## src/rtl/dbg_break_pkg.sv

```systemverilog
// Shared types for the debug breakpoint unit: register selects, the control
// word layout, cause bit positions and the combined-slot role decode.
// Assumes the control word is 16 bits wide and sits in the low bits of write data.
package dbg_break_pkg;

    localparam logic [2:0] REG_CTRL  = 3'd0;
    localparam logic [2:0] REG_PC0   = 3'd1;
    localparam logic [2:0] REG_PC1   = 3'd2;
    localparam logic [2:0] REG_CMB0  = 3'd3;
    localparam logic [2:0] REG_CMB1  = 3'd4;
    localparam logic [2:0] REG_FRM   = 3'd5;
    localparam logic [2:0] REG_CAUSE = 3'd6;

    localparam int CTRL_W    = 16;
    localparam int NUM_CAUSE = 7;
    localparam int CAUSE_PC0  = 0;
    localparam int CAUSE_PC1  = 1;
    localparam int CAUSE_CMB0 = 2;
    localparam int CAUSE_CMB1 = 3;
    localparam int CAUSE_FRM  = 4;
    localparam int CAUSE_FLOW = 5;
    localparam int CAUSE_STEP = 6;

    localparam logic [2:0] MODE_LAST_LEGAL = 3'd4;

    // Control word, MSB first.
    typedef struct packed {
        logic       c1_wr;
        logic       c1_rd;
        logic       c0_wr;
        logic       c0_rd;
        logic [2:0] mode;
        logic       frm_en;
        logic       c1_en;
        logic       c0_en;
        logic       pc1_en;
        logic       pc0_en;
        logic       step_en;
        logic       flow_en;
        logic       dbg_en;
        logic       link_en;
    } ctrl_t;

    typedef enum logic [2:0] {
        ROLE_OFF,
        ROLE_PROG,
        ROLE_DATA,
        ROLE_PROG_RANGE,
        ROLE_DATA_RANGE
    } role_t;

    // Role of combined slot 0 or 1 for a mode value; illegal modes switch both off.
    function automatic role_t slot_role(input logic [2:0] mode, input int slot);
        role_t r;
        case (mode)
            3'd0:    r = ROLE_PROG;
            3'd1:    r = (slot == 0) ? ROLE_PROG : ROLE_DATA;
            3'd2:    r = ROLE_DATA;
            3'd3:    r = (slot == 0) ? ROLE_PROG_RANGE : ROLE_OFF;
            3'd4:    r = (slot == 0) ? ROLE_DATA_RANGE : ROLE_OFF;
            default: r = ROLE_OFF;
        endcase
        return r;
    endfunction

endpackage

```

## src/rtl/dbg_addr_match.sv

```systemverilog
// Masked address equality: hit when every bit selected by mask agrees
// between probe and ref_val. A single-address compare passes an all-ones mask.
// Purely combinational; no assumptions on inputs.
module dbg_addr_match #(
    parameter int W = 16
) (
    input  logic [W-1:0] probe,
    input  logic [W-1:0] ref_val,
    input  logic [W-1:0] mask,
    output logic         hit
);
    // Compare only the masked bit positions.
    always_comb begin
        hit = (((probe ^ ref_val) & mask) == '0);
    end
endmodule

```

## src/rtl/dbg_break_cfg.sv

```systemverilog
// Configuration registers of the breakpoint unit. Holds the control word,
// two program compare values, two combined-slot values and the frame compare
// value. A write to the cause select produces a one-cycle clear pulse.
// Assumes PC_W, CW and FA_W do not exceed CFG_W, and CFG_W >= 16.
module dbg_break_cfg
    import dbg_break_pkg::*;
#(
    parameter int CFG_W = 16,
    parameter int PC_W  = 16,
    parameter int CW    = 16,
    parameter int FA_W  = 12
) (
    input  logic                 clk,
    input  logic                 rst_n,
    input  logic                 cfg_we,
    input  logic [2:0]           cfg_addr,
    input  logic [CFG_W-1:0]     cfg_wdata,
    output ctrl_t                ctrl,
    output logic [1:0][PC_W-1:0] pc_val,
    output logic [1:0][CW-1:0]   cmb_val,
    output logic [FA_W-1:0]      frm_val,
    output logic                 clr_req
);
    // Register file update on debugger writes; everything resets to zero.
    always_ff @(posedge clk) begin
        if (!rst_n) begin
            ctrl    <= '0;
            pc_val  <= '0;
            cmb_val <= '0;
            frm_val <= '0;
        end else if (cfg_we) begin
            case (cfg_addr)
                REG_CTRL: ctrl       <= ctrl_t'(cfg_wdata[CTRL_W-1:0]);
                REG_PC0:  pc_val[0]  <= cfg_wdata[PC_W-1:0];
                REG_PC1:  pc_val[1]  <= cfg_wdata[PC_W-1:0];
                REG_CMB0: cmb_val[0] <= cfg_wdata[CW-1:0];
                REG_CMB1: cmb_val[1] <= cfg_wdata[CW-1:0];
                REG_FRM:  frm_val    <= cfg_wdata[FA_W-1:0];
                default:  ;
            endcase
        end
    end

    // Clear request for the halt/cause state, same cycle as the write.
    always_comb begin
        clr_req = cfg_we && (cfg_addr == REG_CAUSE);
    end
endmodule

```

## src/rtl/dbg_break_unit.sv

```systemverilog
// Debug breakpoint unit top. Combines two dedicated program comparators,
// two role-configurable combined comparators (single or fused into a masked
// range), one frame comparator and the flow-change and single-step triggers
// into a sticky halt request with a cause register.
// Assumes one retire per cycle at most and that pc_next is valid with retire.
module dbg_break_unit
    import dbg_break_pkg::*;
#(
    parameter int CFG_W = 16,
    parameter int PC_W  = 16,
    parameter int DA_W  = 16,
    parameter int FA_W  = 12
) (
    input  logic                 clk,
    input  logic                 rst_n,
    input  logic [PC_W-1:0]      pc_next,
    input  logic                 pc_nonseq,
    input  logic                 retire,
    input  logic [DA_W-1:0]      d_addr,
    input  logic                 d_rd,
    input  logic                 d_wr,
    input  logic [FA_W-1:0]      f_addr,
    input  logic                 f_acc,
    input  logic                 cfg_we,
    input  logic [2:0]           cfg_addr,
    input  logic [CFG_W-1:0]     cfg_wdata,
    output logic                 halt_req,
    output logic [NUM_CAUSE-1:0] break_cause
);
    localparam int CW = (PC_W > DA_W) ? PC_W : DA_W;

    ctrl_t                ctrl;
    logic [1:0][PC_W-1:0] pc_val;
    logic [1:0][CW-1:0]   cmb_val;
    logic [FA_W-1:0]      frm_val;
    logic                 clr_req;

    logic [1:0]           pc_hit;
    logic [1:0]           cmb_hit;
    logic                 frm_match;
    logic                 frm_hit;
    logic                 flow_hit;
    logic                 step_hit;
    logic                 gate_en;
    logic [NUM_CAUSE-1:0] hits;
    logic [CW-1:0]        pc_ext;
    logic [CW-1:0]        da_ext;
    logic                 halt_q;
    logic [NUM_CAUSE-1:0] cause_q;

    dbg_break_cfg #(
        .CFG_W (CFG_W),
        .PC_W  (PC_W),
        .CW    (CW),
        .FA_W  (FA_W)
    ) u_cfg (
        .clk       (clk),
        .rst_n     (rst_n),
        .cfg_we    (cfg_we),
        .cfg_addr  (cfg_addr),
        .cfg_wdata (cfg_wdata),
        .ctrl      (ctrl),
        .pc_val    (pc_val),
        .cmb_val   (cmb_val),
        .frm_val   (frm_val),
        .clr_req   (clr_req)
    );

    // Widen both address spaces to the shared comparator width.
    always_comb begin
        pc_ext = CW'(pc_next);
        da_ext = CW'(d_addr);
    end

    // Dedicated program-address comparators.
    for (genvar p = 0; p < 2; p++) begin : g_pc
        logic match;
        logic en;
        dbg_addr_match #(.W(PC_W)) u_match (
            .probe   (pc_next),
            .ref_val (pc_val[p]),
            .mask    ({PC_W{1'b1}}),
            .hit     (match)
        );
        // Per-comparator enable and retire qualification.
        always_comb begin
            en        = (p == 0) ? ctrl.pc0_en : ctrl.pc1_en;
            pc_hit[p] = en && retire && match;
        end
    end

    // Combined comparators; role and mask follow the mode field.
    for (genvar s = 0; s < 2; s++) begin : g_cmb
        role_t         role;
        logic          is_prog;
        logic          is_data;
        logic          en;
        logic          rd_ok;
        logic          wr_ok;
        logic [CW-1:0] probe;
        logic [CW-1:0] msk;
        logic          match;

        // Decode role, pick the probed bus and the mask for this slot.
        always_comb begin
            role    = slot_role(ctrl.mode, s);
            is_prog = (role == ROLE_PROG) || (role == ROLE_PROG_RANGE);
            is_data = (role == ROLE_DATA) || (role == ROLE_DATA_RANGE);
            probe   = is_prog ? pc_ext : da_ext;
            msk     = ((role == ROLE_PROG_RANGE) || (role == ROLE_DATA_RANGE))
                      ? cmb_val[1] : {CW{1'b1}};
            en      = (s == 0) ? ctrl.c0_en : ctrl.c1_en;
            rd_ok   = (s == 0) ? ctrl.c0_rd : ctrl.c1_rd;
            wr_ok   = (s == 0) ? ctrl.c0_wr : ctrl.c1_wr;
        end

        dbg_addr_match #(.W(CW)) u_match (
            .probe   (probe),
            .ref_val (cmb_val[s]),
            .mask    (msk),
            .hit     (match)
        );

        // Qualify the match by the strobe belonging to the slot's space.
        always_comb begin
            cmb_hit[s] = en && match &&
                         ((is_prog && retire) ||
                          (is_data && ((d_rd && rd_ok) || (d_wr && wr_ok))));
        end
    end

    dbg_addr_match #(.W(FA_W)) u_frm (
        .probe   (f_addr),
        .ref_val (frm_val),
        .mask    ({FA_W{1'b1}}),
        .hit     (frm_match)
    );

    // Frame, flow-change and single-step triggers, plus the global gate.
    always_comb begin
        frm_hit  = ctrl.frm_en && f_acc && frm_match;
        flow_hit = ctrl.flow_en && retire && pc_nonseq;
        step_hit = ctrl.step_en && retire;
        gate_en  = ctrl.link_en && ctrl.dbg_en;
        hits = '0;
        hits[CAUSE_PC0]  = pc_hit[0];
        hits[CAUSE_PC1]  = pc_hit[1];
        hits[CAUSE_CMB0] = cmb_hit[0];
        hits[CAUSE_CMB1] = cmb_hit[1];
        hits[CAUSE_FRM]  = frm_hit;
        hits[CAUSE_FLOW] = flow_hit;
        hits[CAUSE_STEP] = step_hit;
    end

    // Sticky halt and cause capture; a clear write wins over a same-cycle hit.
    always_ff @(posedge clk) begin
        if (!rst_n) begin
            halt_q  <= 1'b0;
            cause_q <= '0;
        end else if (clr_req) begin
            halt_q  <= 1'b0;
            cause_q <= '0;
        end else if (!halt_q && gate_en && (hits != '0)) begin
            halt_q  <= 1'b1;
            cause_q <= hits;
        end
    end

    assign halt_req    = halt_q;
    assign break_cause = cause_q;

    assert_halt_needs_gate_R2: assert property (@(posedge clk) disable iff (!rst_n)
        $rose(halt_q) |-> $past(gate_en));

    assert_halt_sticky_R11: assert property (@(posedge clk) disable iff (!rst_n)
        (halt_q && !clr_req) |=> (halt_q && $stable(cause_q)));

    assert_clear_wins_R11: assert property (@(posedge clk) disable iff (!rst_n)
        clr_req |=> (!halt_q && (cause_q == '0)));

    assert_illegal_mode_R12: assert property (@(posedge clk) disable iff (!rst_n)
        (ctrl.mode > MODE_LAST_LEGAL) |-> (cmb_hit == 2'b00));

    assert_single_step_R10: assert property (@(posedge clk) disable iff (!rst_n)
        (gate_en && ctrl.step_en && retire && !halt_q && !clr_req)
        |=> (halt_q && cause_q[CAUSE_STEP]));

    assert_cause_present_R13: assert property (@(posedge clk) disable iff (!rst_n)
        halt_q |-> (cause_q != '0));

    assert_cause_onehot_in_range_R5: assert property (@(posedge clk) disable iff (!rst_n)
        (ctrl.mode == 3'd3) |-> !cmb_hit[1]);

endmodule

```

## config.mk

```make
export PLATFORM = sky130hd
export DESIGN_NAME = dbg_break_unit
export DESIGN_NICKNAME = d
export VERILOG_FILES = /design/src/rtl/dbg_break_pkg.sv /design/src/rtl/dbg_addr_match.sv /design/src/rtl/dbg_break_cfg.sv /design/src/rtl/dbg_break_unit.sv
export SDC_FILE = /design/constraint.sdc
export NUM_CORES = 1
export LEC_CHECK = 0
export BUFFER_PORTS_ARGS = -buffer_cell sky130_fd_sc_hd__buf_2
export CORE_UTILIZATION = 50
export CTS_CLUSTER_SIZE = 10
export DETAILED_ROUTE_END_ITERATION = 12
export GPL_TIMING_DRIVEN = 1
export PLACE_DENSITY = 0.71
export SLEW_MARGIN = 40
export SYNTH_ARGS = -nofsm -noshare
export SYNTH_HDL_FRONTEND = slang
export SYNTH_SLANG_ARGS = --single-unit
```

## constraint.sdc

```tcl
create_clock -name clk -period 3.4 [get_ports clk]
set_clock_uncertainty 0.15 [all_clocks]
set_input_delay 0.34 -clock clk [delete_from_list [all_inputs] [get_ports clk]]
set_output_delay 0.34 -clock clk [all_outputs]
set_load 0.02 [all_outputs]
```

==> out/results.tsv <==
metric	value	unit
status	finished clean	
CP Data Required Time	3.49	ns
Static Leakage	2.53	nW
HP Start	cfg_wdata[14]	
Mapped Area	0.00614	mm²
Worst EP arrival	3.10	ns
Setup crit start	u_cfg.ctrl[10]$_SDFFE_PN0P_	
worst reg2reg path startpoint	u_cfg.ctrl[10]$_SDFFE_PN0P_	
Post-CTS Setup Repair Bufs	0	
Tot Pwr	2.63	mW
PD cells	382	mW/mm²
post-route ant nets	0	
All-Layer GR Usage	33.5	%
Worst-path clk slew	0.08	ns
max cap viols	0	
initial core utilization	51.1	%
Post-Place Cell Area	0.00659	mm²
final-report setup violation count	0	
CTS Sinks	100	
die area	0.0127	mm²
initial antenna violation count	1	
core area	0.0120	mm²
DRC Markers	0	
Placed Cells	991	
HP Class	in2reg	
relative slew slack	44.7	%
syn avg cell area	7.64	µm²
Post-synth EDFFs	0	
Layout Cells excl Fill	1007	
layout cell share with drive strength beyond 1	14.0	%
crit path time final	3.01	ns
Fin Setup TNS	0	ns
Post-DP HPWL	15.6	mm
final instance area	0.00689	mm²
Yosys warning count	0	
Die W	113	µm
CTS Buf Count	9	
final hold vios	0	
Tcrit/Tclk final	88.5	%
number of gates resized after CTS	0	
drt wl/cell	20.6	µm
#FFs+latches synth	100	
CP Class	reg2reg	
Worst-Skew Late Latency	0.36	ns
Clock Tree Buf Depth	2	
number of global-route vias before repair	5631	
FP Rows	40	
fraction of registers with async set/reset	0	%
post-synthesis sequential area ratio	32.6	%
Ports	79	
first-pass GRT wire length	32.0	mm
Cell variety after synth	65	
Mapped Nets	875	
largest fanout on the critical path	17	
Synth Flop Type	dfxtp_1	
DR vias/cell	5.98	
Peak Freq	0.332	GHz
GPL Wtd Cong	1.00	
drt pass-1 iters	7	
CP endpoint kind	register	
final wirelength	20.7	mm
peak supply drop	0.372	mV
commonest cells after routing, fill and taps aside	210 x nand2_1, 100 x dfxtp_1, 94 x a21boi_0	
vias post-DR	6018	
TritonCTS clock tree	done	
# diodes	0	
Slew @ Worst Pin	0.826	ns
largest net degree at the start of global routing	52	
Port Buffers	78	
H-tree levels	3	
Slew Viols, Final	0	
# hold bufs at CTS	0	
critical path launch point type	register	
grt ovf	0	
DIE HEIGHT	113	µm
clk root buf	clkbuf_16	
area grow syn2layout	12.2	%
commonest non-fill, non-tap cell in the layout	nand2_1	
final net count	926	
drt initial violations	601	
RSZ-0062 raised after global routing	false	
Syn Inst Count	804	
cell families after synthesis:
logic type,count (synthesis),share of synthesized area [%]
AO/OA/AOI/OAI,205,24.6
XOR/XNOR,66,9.41
multiplexers,8,1.32
AND/OR/NAND/NOR,353,27.0
buffers and inverters,72,5.05
flip-flops,100,32.6
routing by layer:
layer / up-vias / wire, µm / GRT usage [%]
met2: 253 / 9570 / 53.1
met4: 0 / 542 / 11.6
met1: 2853 / 8970 / 45.9
met3: 34 / 1630 / 6.00
met5: - / 0 / 0
li1: 2878 / - / -
synth_stat cells, types with 6 or more instances:
cell type	number	area share [%]
inv_1	19	1.2
o31ai_1	6	0.73
a21boi_0	94	11
nand4_1	11	1.1
nor2_1	22	1.3
a22oi_1	7	0.86
mux2i_1	7	1.1
o21ai_0	15	1.2
nor3_1	9	0.73
o22ai_1	6	0.61
nor4_1	10	1.0
buf_2	8	0.65
xor2_1	30	4.3
a21oi_1	23	1.9
or4_1	6	0.73
nand2b_1	17	1.7
nor2b_1	23	2.3
dfxtp_1	100	33
nand3_1	16	1.3
clkbuf_1	39	2.4
xnor2_1	36	5.1
nand2_1	210	13
o221ai_1	6	0.86
and3_1	7	0.71
worst max-delay path: stages, from the launching register on:
cell and delay, ns:
dfxtp_1 0.33, nor2b_4 0.47, nor2_4 0.16, o211a_1 0.14, or4_1 0.53, a2111o_1 0.36, a211o_1 0.36, a211oi_1 0.30
nor2_1 0.07
sequential cells by signal, summed over array words and instances, names as in the netlist:
signal	cells
u_cfg.ctrl	16
halt_req	1
u_cfg.cmb_val	32
u_cfg.frm_val	12
u_cfg.pc_val	32
break_cause	7
worst paths after layout:
path                                                        to  slack (ns)  cells after the start
worst max-delay path               break_cause[0]$_SDFFE_PP0P_        0.39                      8
worst min-delay path            u_cfg.cmb_val[14]$_SDFFE_PN0P_        0.13                      3
worst max register to register     break_cause[0]$_SDFFE_PP0P_        0.39                      8
worst min register to register   u_cfg.cmb_val[3]$_SDFFE_PN0P_        0.32                      2
through the flow:
step / setup WS (ns) / utilization, % / hold slack (ns)
floorplan: 0.775 / - / 0.293
global placement: 0.514 / 54.9 / 0.302
detailed placement: 0.418 / 54.9 / 0.310
CTS: 0.389 / 57.3 / 0.116
global route: 0.234 / 57.4 / 0.137
finish: 0.392 / 57.4 / 0.128
final cells by class:
type                            instances  area [µm²]
Clock buffer                           11         233
Clock inverter                          5        61.3
Fill cell                            1165        5120
Inverter                               19        71.3
Multi-Input combinational cell        632        3840
Sequential cell                       100        2000
Tap cell                              147         184
Timing Repair Buffer                   93         503
power breakdown:
group | internal (mW) | switching, mW | total (mW)
combinational | 0.145 | 0.229 | 0.375
sequential | 1.19 | 0.0235 | 1.22
clock | 0.576 | 0.466 | 1.04
(Power assumes the default switching activity.)
